<file path="config.mk">
export PLATFORM = sky130hd
export DESIGN_NAME = phy_rx_capture
export DESIGN_NICKNAME = d
export VERILOG_FILES = /design/src/rtl/phy_rx_pkg.sv /design/src/rtl/phy_rx_ctl.sv /design/src/rtl/phy_rx_pack.sv /design/src/rtl/phy_rx_fifo.sv /design/src/rtl/phy_rx_capture.sv
export SDC_FILE = /design/constraint.sdc
export NUM_CORES = 1
export LEC_CHECK = 0
export BUFFER_PORTS_ARGS = -buffer_cell sky130_fd_sc_hd__buf_4
export CAP_MARGIN = 5
export CORE_MARGIN = 8
export CORE_UTILIZATION = 35
export CTS_CLUSTER_DIAMETER = 100
export DETAILED_ROUTE_END_ITERATION = 10
export PLACE_DENSITY = 0.54
export SYNTH_ARGS = -nofsm -noshare
export SYNTH_HDL_FRONTEND = slang
export SYNTH_SLANG_ARGS = --single-unit
</file>
<file path="constraint.sdc">
create_clock -name clk -period 5 [get_ports clk]
set_input_delay 1 -clock clk [delete_from_list [all_inputs] [get_ports clk]]
set_output_delay 1 -clock clk [all_outputs]
set_load 0.01 [all_outputs]
</file>
<file path="src/rtl/phy_rx_pkg.sv">
package phy_rx_pkg;
  localparam logic [1:0] CTL_RECV = 2'b10;
  localparam logic [3:0] NIB_FILL = 4'b1111;
  localparam logic [3:0] SPD_HIGH = 4'b0100;

  localparam logic [1:0] ERR_NONE  = 2'b00;
  localparam logic [1:0] ERR_EMPTY = 2'b01;
  localparam logic [1:0] ERR_SPEED = 2'b10;

  // strobes from the control to the datapath, at most one set per cycle
  typedef struct packed {
    logic startPkt;
    logic nibbleEn;
    logic flushEnd;
    logic errEmpty;
    logic errSpeed;
  } rxStrobeT;
endpackage

</file>
<file path="src/rtl/phy_rx_ctl.sv">
module phy_rx_ctl
  import phy_rx_pkg::*;
(
  input  logic       clk,
  input  logic       rstN,
  input  logic [1:0] ctlIn,
  input  logic [3:0] dataIn,
  input  logic       hasData,
  output rxStrobeT   strb,
  output logic       rateValid,
  output logic       rateHigh
);
  typedef enum logic [1:0] {ST_IDLE, ST_HUNT, ST_PAY, ST_DROP} stateT;
  stateT stateQ, stateD;
  logic rateHighQ, rateHighD;

  logic isRecv, isFill, spdLow, spdHigh;
  assign isRecv  = (ctlIn == CTL_RECV);
  assign isFill  = (dataIn == NIB_FILL);
  assign spdLow  = (dataIn[3:2] == 2'b00);
  assign spdHigh = (dataIn == SPD_HIGH);

  always_comb begin
    stateD    = stateQ;
    rateHighD = rateHighQ;
    strb      = '0;
    unique case (stateQ)
      ST_IDLE, ST_HUNT: begin
        if (!isRecv) begin
          stateD = ST_IDLE;
        end else if (isFill) begin
          stateD = ST_HUNT;
        end else if (spdLow || spdHigh) begin
          stateD        = ST_PAY;
          strb.startPkt = 1'b1;
          rateHighD     = spdHigh;
        end else begin
          stateD        = ST_DROP;
          strb.errSpeed = 1'b1;
        end
      end
      ST_PAY: begin
        if (isRecv) begin
          strb.nibbleEn = 1'b1;
        end else begin
          stateD = ST_IDLE;
          if (hasData) strb.flushEnd = 1'b1;
          else         strb.errEmpty = 1'b1;
        end
      end
      ST_DROP: begin
        if (!isRecv) stateD = ST_IDLE;
      end
      default: stateD = ST_IDLE;
    endcase
  end

  always_ff @(posedge clk) begin
    if (!rstN) begin
      stateQ    <= ST_IDLE;
      rateHighQ <= 1'b0;
    end else begin
      stateQ    <= stateD;
      rateHighQ <= rateHighD;
    end
  end

  assign rateValid = (stateQ == ST_PAY);
  assign rateHigh  = rateHighQ;

  AST_FILL_NOT_SPEED: assert property (@(posedge clk) disable iff (!rstN)
    strb.startPkt |-> (dataIn != NIB_FILL)) else $error("filler taken as speed");
endmodule

</file>
<file path="src/rtl/phy_rx_pack.sv">
module phy_rx_pack
  import phy_rx_pkg::*;
#(
  parameter int WORD_W = 32,
  parameter int BYTE_W = 3
) (
  input  logic              clk,
  input  logic              rstN,
  input  rxStrobeT          strb,
  input  logic [3:0]        dataIn,
  output logic              hasData,
  output logic              pushEn,
  output logic [WORD_W-1:0] pushData,
  output logic              pushSop,
  output logic              pushEop,
  output logic [BYTE_W-1:0] pushBytes,
  output logic [1:0]        pushErr
);
  localparam int NIB_W = 4;
  localparam int NIBS  = WORD_W / NIB_W;
  localparam int CNT_W = $clog2(NIBS + 1);
  localparam int SH_W  = $clog2(WORD_W + 1);

  logic [WORD_W-1:0] accQ;
  logic [CNT_W-1:0]  cntQ;
  logic              sopPendQ;
  logic              fullWord;
  logic [SH_W-1:0]   alignSh;

  assign fullWord = (cntQ == CNT_W'(NIBS));
  assign hasData  = (cntQ != '0) || !sopPendQ;
  assign alignSh  = SH_W'((NIBS - int'(cntQ)) * NIB_W);

  always_comb begin
    pushEn    = 1'b0;
    pushData  = '0;
    pushSop   = 1'b0;
    pushEop   = 1'b0;
    pushBytes = '0;
    pushErr   = ERR_NONE;
    if (strb.errSpeed || strb.errEmpty) begin
      pushEn  = 1'b1;
      pushSop = 1'b1;
      pushEop = 1'b1;
      pushErr = strb.errSpeed ? ERR_SPEED : ERR_EMPTY;
    end else if (strb.nibbleEn && fullWord) begin
      pushEn    = 1'b1;
      pushData  = accQ;
      pushSop   = sopPendQ;
      pushBytes = BYTE_W'(WORD_W / 8);
    end else if (strb.flushEnd) begin
      pushEn    = 1'b1;
      pushData  = accQ << alignSh;
      pushSop   = sopPendQ;
      pushEop   = 1'b1;
      pushBytes = BYTE_W'((int'(cntQ) + 1) / 2);
    end
  end

  always_ff @(posedge clk) begin
    if (!rstN) begin
      accQ     <= '0;
      cntQ     <= '0;
      sopPendQ <= 1'b0;
    end else if (strb.startPkt) begin
      accQ     <= '0;
      cntQ     <= '0;
      sopPendQ <= 1'b1;
    end else if (strb.nibbleEn) begin
      accQ <= {accQ[WORD_W-NIB_W-1:0], dataIn};
      if (fullWord) begin
        cntQ     <= CNT_W'(1);
        sopPendQ <= 1'b0;
      end else begin
        cntQ <= cntQ + CNT_W'(1);
      end
    end else if (strb.flushEnd) begin
      accQ <= '0;
      cntQ <= '0;
    end
  end

  AST_ONE_STROBE: assert property (@(posedge clk) disable iff (!rstN)
    $onehot0({strb.startPkt, strb.nibbleEn, strb.flushEnd, strb.errEmpty, strb.errSpeed}))
    else $error("several strobes");
  AST_CNT_RANGE: assert property (@(posedge clk) disable iff (!rstN)
    cntQ <= CNT_W'(NIBS)) else $error("nibble count range");
  AST_FLUSH_NONEMPTY: assert property (@(posedge clk) disable iff (!rstN)
    strb.flushEnd |-> (cntQ != '0)) else $error("flush of empty word");
endmodule

</file>
<file path="src/rtl/phy_rx_fifo.sv">
module phy_rx_fifo #(
  parameter int DATA_W = 39,
  parameter int DEPTH  = 4
) (
  input  logic              clk,
  input  logic              rstN,
  input  logic              push,
  input  logic [DATA_W-1:0] pushData,
  input  logic              popReady,
  input  logic              ovfClear,
  output logic              valid,
  output logic [DATA_W-1:0] popData,
  output logic              ovfFlag
);
  localparam int AW = (DEPTH > 1) ? $clog2(DEPTH) : 1;
  localparam int CW = $clog2(DEPTH + 1);

  logic [DATA_W-1:0] mem [DEPTH];
  logic [AW-1:0]     wrPtr, rdPtr;
  logic [CW-1:0]     count;
  logic              full, doPop, doPush, dropNow;

  assign full    = (count == CW'(DEPTH));
  assign valid   = (count != '0);
  assign doPop   = valid && popReady;
  assign doPush  = push && (!full || doPop);
  assign dropNow = push && full && !doPop;
  assign popData = mem[rdPtr];

  function automatic logic [AW-1:0] nextPtr(input logic [AW-1:0] p);
    return (p == AW'(DEPTH - 1)) ? '0 : p + AW'(1);
  endfunction

  always_ff @(posedge clk) begin
    if (doPush) mem[wrPtr] <= pushData;
  end

  always_ff @(posedge clk) begin
    if (!rstN) begin
      wrPtr   <= '0;
      rdPtr   <= '0;
      count   <= '0;
      ovfFlag <= 1'b0;
    end else begin
      if (doPush) wrPtr <= nextPtr(wrPtr);
      if (doPop)  rdPtr <= nextPtr(rdPtr);
      if (doPush && !doPop)      count <= count + CW'(1);
      else if (doPop && !doPush) count <= count - CW'(1);
      if (dropNow)       ovfFlag <= 1'b1;
      else if (ovfClear) ovfFlag <= 1'b0;
    end
  end

  AST_NO_OVERFLOW: assert property (@(posedge clk) disable iff (!rstN)
    count <= CW'(DEPTH)) else $error("buffer count beyond depth");
  AST_HOLD_UNTIL_TAKEN: assert property (@(posedge clk) disable iff (!rstN)
    valid && !popReady |=> valid && $stable(popData)) else $error("stalled item changed");
  AST_OVF_STICKY: assert property (@(posedge clk) disable iff (!rstN)
    ovfFlag && !ovfClear |=> ovfFlag) else $error("overflow flag lost");
  AST_DROP_FLAGS: assert property (@(posedge clk) disable iff (!rstN)
    push && full && !popReady |=> ovfFlag) else $error("drop without flag");
endmodule

</file>
<file path="src/rtl/phy_rx_capture.sv">
module phy_rx_capture
  import phy_rx_pkg::*;
#(
  parameter int WORD_W     = 32,
  parameter int FIFO_DEPTH = 4
) (
  input  logic                            clk,
  input  logic                            rstN,
  input  logic [1:0]                      phyCtl,
  input  logic [3:0]                      phyData,
  input  logic                            outReady,
  input  logic                            ovfClear,
  output logic                            outValid,
  output logic [WORD_W-1:0]               outData,
  output logic                            outSop,
  output logic                            outEop,
  output logic [$clog2(WORD_W/8+1)-1:0]   outBytes,
  output logic [1:0]                      outErr,
  output logic                            rateValid,
  output logic                            rateHigh,
  output logic                            ovfFlag
);
  localparam int BYTE_W = $clog2(WORD_W / 8 + 1);
  localparam int ITEM_W = WORD_W + BYTE_W + 4;

  rxStrobeT          strb;
  logic              hasData, pushEn, pushSop, pushEop;
  logic [WORD_W-1:0] pushData;
  logic [BYTE_W-1:0] pushBytes;
  logic [1:0]        pushErr;
  logic [ITEM_W-1:0] pushItem, popItem;

  phy_rx_ctl i_ctl (
    .clk(clk), .rstN(rstN), .ctlIn(phyCtl), .dataIn(phyData),
    .hasData(hasData), .strb(strb), .rateValid(rateValid), .rateHigh(rateHigh)
  );

  phy_rx_pack #(.WORD_W(WORD_W), .BYTE_W(BYTE_W)) i_pack (
    .clk(clk), .rstN(rstN), .strb(strb), .dataIn(phyData), .hasData(hasData),
    .pushEn(pushEn), .pushData(pushData), .pushSop(pushSop), .pushEop(pushEop),
    .pushBytes(pushBytes), .pushErr(pushErr)
  );

  assign pushItem = {pushErr, pushBytes, pushEop, pushSop, pushData};

  phy_rx_fifo #(.DATA_W(ITEM_W), .DEPTH(FIFO_DEPTH)) i_fifo (
    .clk(clk), .rstN(rstN), .push(pushEn), .pushData(pushItem),
    .popReady(outReady), .ovfClear(ovfClear), .valid(outValid),
    .popData(popItem), .ovfFlag(ovfFlag)
  );

  assign {outErr, outBytes, outEop, outSop, outData} = popItem;
endmodule

</file>
==> results of run 1 <==
==> cell families (layout without fill, tap and decap cells) <==
| kind of cell | count (synthesis) | count (layout) | share of synthesized area (%) |
|---|---|---|---|
| DFF | 206 | 206 | 63.21 |
| xor gates and xnor gates | 7 | 7 | 0.7652 |
| adders and majority gates | 9 | 9 | 1.335 |
| AOI/OAI and AO/OA | 108 | 108 | 8.555 |
| buffers and inverters | 54 | 112 | 2.963 |
| and+or+nand+nor | 138 | 138 | 7.344 |
| muxes | 81 | 81 | 15.83 |
==> cell usage in the layout, fill, tap and decap left out, types with 2 or more instances in the layout <==
cell type / synthesis / layout
a22oi_1: 32 / 32
inv_6: 0 / 2
dfxtp_1: 50 / 49
a21boi_0: 10 / 10
a32oi_1: 2 / 2
and2_2: 0 / 4
clkinv_2: 0 / 2
nand3_1: 6 / 6
buf_4: 7 / 63
o31ai_1: 2 / 2
mux4_2: 49 / 49
edfxtp_1: 156 / 156
clkbuf_16: 0 / 21
a211oi_1: 2 / 2
a21oi_1: 7 / 7
nand4_1: 3 / 3
nor3_1: 7 / 7
xnor2_1: 3 / 3
or3_1: 4 / 4
and2_1: 7 / 3
o21ai_0: 23 / 23
nor2b_1: 4 / 4
a31oi_1: 5 / 5
nand2_1: 48 / 48
nand2b_1: 4 / 4
a2bb2oi_1: 2 / 2
inv_1: 13 / 13
clkinv_1: 0 / 2
clkbuf_1: 14 / 6
and3_1: 4 / 4
xor2_1: 3 / 3
a32o_1: 7 / 7
a22o_1: 2 / 2
mux2i_1: 32 / 32
o211ai_1: 3 / 3
nor2_1: 43 / 42
ha_1: 8 / 8
o2bb2ai_1: 2 / 2
==> metal layers <==
layer	up-vias	track usage (%)
met3	21	1.901
met4	0	2.720
met5	-	0
met2	108	21.52
met1	2658	17.31
li1	2450	-
==> stage by stage <==
| stage | hold slack, ns | util (%) | cell area [um^2] | setup slack, ns | total power, uW |
|---|---|---|---|---|---|
| 4_1_cts | 0.4891 | 40.97 | 10320 | 1.380 | 4149 |
| 2_1_floorplan | 0.4667 | - | 8995 | 1.828 | 2398 |
| 5_1_grt | 0.5280 | 40.97 | 10320 | 1.249 | 4258 |
| 6_report | 0.4798 | 40.97 | 10320 | 1.517 | 4082 |
| 3_5_place_dp | 0.4783 | 38.47 | 9687 | 1.254 | 2689 |
| 3_3_place_gp | 0.4722 | 38.47 | 9687 | 1.346 | 2672 |
==> area by class of cell <==
type / count / area, um^2 / share of cell area [%]
sequential: 206 / 5687 / 55.12
multi-input combinational: 343 / 3065 / 29.72
clock buffer: 27 / 548.0 / 5.312
timing repair buffer: 63 / 473.0 / 4.585
tap: 330 / 412.9 / 4.002
clock inverter: 9 / 81.33 / 0.7884
inverter: 13 / 48.80 / 0.4730
==> worst paths after layout <==
path / cells past startpoint / from / endpoint / slack [ns]
min: 2 / i_fifo.ovfFlag / i_fifo.ovfFlag / 0.48
max: 3 / register / outData[16] / 1.52
max reg2reg: 11 / i_pack.cntQ[0] / i_fifo.count[2] / 1.74
min reg2reg: 2 / i_fifo.ovfFlag / i_fifo.ovfFlag / 0.48
==> where the power goes <==
group          leakage (uW)  internal [uW]  total, uW  switching [uW]
clock network      0.000304            831       1460             627
logic               0.00122            367        669             302
registers           0.00188           1890       1960            67.6
==> state kept, by name, summed over array words and instances (netlist names), named ones only <==
name,flops
i_ctl.rateHigh,1
i_ctl.stateQ,2
i_fifo.count,3
i_fifo.mem,156
i_fifo.ovfFlag,1
i_fifo.rdPtr,2
i_fifo.wrPtr,2
i_pack.accQ,32
i_pack.cntQ,4
i_pack.sopPendQ,1
==> worst max-delay path: stages (launching register included) <==
cell,delay (ns)
dfxtp_2,0.88
buf_4,0.36
mux4_2,0.55
buf_4,0.17
==> impl_metrics.json, run 1 <==
{
  "netlist_area_um2": 8995,
  "wl_met2_mm": 9.836,
  "synth.area.top_cells": "edfxtp_1 (52%), mux4_2 (12%), dfxtp_1 (11%), mux2i_1 (3.6%), a22oi_1 (2.7%)",
  "grt_pass1_vias": 5417,
  "fin_cells": 991,
  "synth.largest_area_cell": "edfxtp_1",
  "crit_path_end_kind": "output port",
  "cts-buffers-inserted": 21,
  "hold_buffers": 0,
  "initial_core_util_pct": 35.72,
  "ys_ff_latch": 206,
  "wl_met1_mm": 8.915,
  "power_density_nw_per_um2": 395.7,
  "die_w_um": 176.3,
  "post-route-period-util_pct": 69.67,
  "std_cell_rows": 58,
  "via_per_inst": 5.285,
  "rsz0062_at_grt": "false",
  "synth_nets": 622,
  "cts_max_path_buffers": 3,
  "postRouteAntennaNets": 0,
  "leakagePower_uw": 0.003405,
  "totalNegativeSetupSlack_ns": 0,
  "max_freq_mhz": 287.1,
  "die_h_um": 176.3,
  "synth_edf_count": 156,
  "clkLatencyLatePin_ns": 0.49,
  "clock-sinks": 206,
  "firstDrtPassIters": 5,
  "topRoutingLayerUsed": "met4",
  "ys_seq_area_share_pct": 63.21,
  "antenna_cells": 0,
  "worst-slew-pin-transition_ns": 1.121,
  "dr_total_vias": 5237,
  "setup_viol_count_final": 0,
  "ys_warn_count": 0,
  "slew_viol_final": 0,
  "final-hold-violation-count": 0,
  "cts_tree": "built",
  "grt_start_max_net_pins": 40,
  "cp_data_required_time_ns": 4.00,
  "die-area_um2": 31090,
  "drt-total-wl_mm": 19.92,
  "yosysMostFrequentCell": "edfxtp_1",
  "wl_met3_um": 916,
  "criticalPathCategory": "register to output port",
  "nFillCells": 2300,
  "syn_area_per_cell_um2": 14.92,
  "grt_usage_pct": 12.80,
  "portBuffers": 52,
  "synth_top_area_share_pct": 52.08,
  "root_buffer": "clkbuf_16",
  "path_max_fanout": 24,
  "status": "finished clean",
  "final_nets": 667,
  "cts_setup_buffers": 0,
  "drcViolationCount": 0,
  "drive_above_1_share_pct": 23.15,
  "relSlewSlack_pct": 25.28,
  "async_flop_share_pct": 0,
  "wire_per_inst_um": 20.10,
  "grt_overflow": 0,
  "drt_iter0_markers": 349,
  "cp_data_arrival_time_ns": 2.48,
  "clk_pin_slew_ns": 0.07,
  "finClkSkew_ns": 0.01822,
  "grt_antenna_before_repair": 0,
  "htreeDepth": 1,
  "hold_path.class": "register to register",
  "synthFlopType": "edfxtp_1",
  "period_minus_slack_ns": 3.483,
  "area_delta_synth_final_pct": 14.69,
  "startpoint_type": "register",
  "maxCapViolCount": 0,
  "gp_congestion": 0.7983,
  "ys_top_cells_by_count": "edfxtp_1 (156), dfxtp_1 (50), mux4_2 (49)",
  "grt_pass1_wl_mm": 31.69,
  "ir_worst_vdd_mv": 0.1774,
  "ios": 53,
  "synthCells": 603,
  "synth_cell_types": 54,
  "core-area_um2": 25180,
  "place_inst": 955,
  "hpwl_mm": 12.76,
  "cts_resized": 0
}
Power figures use the tool's default switching activity.
==> run 2, diff against run 1 <==
==> constraint.sdc (replaced) <==
create_clock -name clk -period 3.23 [get_ports clk]
set_input_delay 0.646 -clock clk [delete_from_list [all_inputs] [get_ports clk]]
set_output_delay 0.646 -clock clk [all_outputs]
set_load 0.01 [all_outputs]
==> run 2 against run 1 <==
Compared with the run above:
- sequential share of layout area down 1.2 points
- combinational power increased by 67%
- register-to-register slack got worse by 1.4 ns
- wire length is 0.79% lower
- core utilization rose by 0.90 points
- design area increased by 2.2%
- global-route usage about the same
- via count rose by 2.4%
- setup slack got worse by 1.2 ns
- die area stayed put
- largest cell class unchanged
==> impl_metrics.json, run 2 (same netlist as run 1, synthesis figures left out) <==
{
  "crit_chain": "inv_1 > ha_1 > and3b_1 > o21ai_0 > a21oi_2 > ha_1 > inv_1 > fa_1 > xor2_1 > or3_1 > a21boi_0",
  "min_to": "i_fifo.ovfFlag",
  "drt-total-wl_mm": 19.76,
  "rsz0062_at_grt": "false",
  "cp_data_required_time_ns": 3.65,
  "startpoint_type": "register",
  "top_register": "i_fifo.mem",
  "grt_overflow": 0,
  "slew_viol_final": 0,
  "cp_top_family": "adder cells",
  "relSlewSlack_pct": 54.54,
  "cts-buffers-inserted": 22,
  "die_h_um": 176.3,
  "final_common_cell": "edfxtp_1",
  "die_w_um": 176.3,
  "grt_pass1_wl_mm": 31.62,
  "grt_usage_pct": 12.77,
  "reg2reg_setup_slack_ns": 0.34,
  "root_buffer": "clkbuf_16",
  "grt_pass1_vias": 5567,
  "reg_top3": "i_fifo.mem x156, i_pack.accQ x32, i_pack.cntQ x4",
  "drive_above_1_share_pct": 24.70,
  "postRouteAntennaNets": 0,
  "ios": 53,
  "leakagePower_uw": 0.003510,
  "dr_total_vias": 5365,
  "final-hold-violation-count": 0,
  "wire_per_inst_um": 19.70,
  "cts_max_path_buffers": 3,
  "clkLatencyLatePin_ns": 0.49,
  "status": "finished clean",
  "worst-slew-pin-transition_ns": 0.6748,
  "period_minus_slack_ns": 2.892,
  "hpwl_mm": 12.65,
  "cts_setup_buffers": 0,
  "grt_start_max_net_pins": 40,
  "rr_worst_depth": 11,
  "post-route-period-util_pct": 89.53,
  "area_delta_synth_final_pct": 17.21,
  "path_max_fanout": 7,
  "cp_slowest_cell": "fa_1",
  "critPathMaxStageDelay_ns": 0.43,
  "grt_antenna_before_repair": 0,
  "rr_startpoint": "i_pack.cntQ[1]",
  "holdPathStages": 3,
  "cp_data_arrival_time_ns": 3.32,
  "finClkSkew_ns": 0.009587,
  "die-area_um2": 31090,
  "std_cell_rows": 58,
  "hold_start": "ovfClear",
  "cts_tree": "built",
  "initial_core_util_pct": 35.72,
  "ir_worst_vdd_mv": 0.2851,
  "hold_path.class": "input port to register",
  "clk_pin_slew_ns": 0.06,
  "core-area_um2": 25180,
  "maxCapViolCount": 0,
  "criticalPathCategory": "register to register",
  "setup_viol_count_final": 0,
  "clock-sinks": 206,
  "final_cell_mix": "edfxtp_1 (156), buf_4 (67), mux4_2 (49), dfxtp_1 (49), nand2_1 (48)",
  "via_per_inst": 5.349,
  "r2r_end": "i_fifo.count[2]",
  "totalNegativeSetupSlack_ns": 0,
  "final_nets": 677,
  "max_freq_mhz": 345.8,
  "power_density_nw_per_um2": 623.7,
  "finish.utilization_pct": 41.87,
  "drcViolationCount": 0,
  "drt_iter0_markers": 469,
  "portBuffers": 52,
  "crit_path_end_kind": "register",
  "cts_resized": 0,
  "gp_congestion": 0.8107,
  "critical_path_depth": 11,
  "htreeDepth": 1,
  "firstDrtPassIters": 5,
  "largest_reg_flops": 156,
  "cp.buffers_inverters": 2,
  "hold_buffers": 0
}
run 2: cell types whose count changed in the layout (fill, tap and decap cells not counted), sizes merged:
| cell | before | now |
|---|---|---|
| buf | 63 | 72 |
| bufinv | 1 | 3 |
| inv | 15 | 13 |
| clkbuf | 27 | 28 |
| clkinvlp | 1 | 2 |
| diode | 0 | 1 |
run 2: cell type report:
| class | instances | area [um^2] |
|---|---|---|
| Fill cell | 2270 | 14640 |
| Sequential cell | 206 | 5687 |
| Multi-Input combinational cell | 343 | 3065 |
| Timing Repair Buffer | 72 | 603.1 |
| Clock buffer | 28 | 594.3 |
| Tap cell | 330 | 412.9 |
| Clock inverter | 10 | 128.9 |
| Inverter | 13 | 48.80 |
| Antenna cell | 1 | 2.502 |
run 2: metal layers:
layer	vias up	global-route usage (%)	routed length (um)
met1	2725	16.41	8463
li1	2467	-	-
met3	29	2.072	1049
met2	144	21.99	9890
met5	-	0	0
met4	0	3.497	354
run 2: worst max-delay path by stage:
stage,slack (ns),end,startpoint
floorplan,0.13,i_fifo.mem[3][0],i_pack.cntQ[0]
global placement,0.29,i_fifo.count[2],phyCtl[0]
detailed placement,0.20,i_fifo.count[2],phyCtl[0]
CTS,0.32,i_fifo.count[2],i_pack.cntQ[1]
global route,0.17,i_fifo.count[2],i_pack.cntQ[1]
finish,0.34,i_fifo.count[2],i_pack.cntQ[1]
run 2: tightest hold or removal path: cells and delay by family:
kind,cells,cell delay (ns)
AND/OR/NAND/NOR,1,0.09
buffers and inverters,1,0.08
AO/OA/AOI/OAI,1,0.07
run 2: per-stage QoR:
step | std cells | total power (uW) | instance area (um^2) | worst slack [ns] | hold slack, ns
after CTS | 1002 | 6696 | 10540 | 0.3229 | 0.4204
final | 1003 | 6576 | 10540 | 0.3383 | 0.4352
after floorplan | 603 | 3712 | 8995 | 0.1347 | 0.4667
after detailed placement | 964 | 4185 | 9817 | 0.2048 | 0.4856
after global placement | 964 | 4159 | 9817 | 0.2881 | 0.4746
after global routing | 1002 | 6850 | 10540 | 0.1652 | 0.4317
run 2: where the power goes:
group	switching (uW)	internal, uW
Clock	956	1540
Sequential	44.6	2920
Combinational	532	586
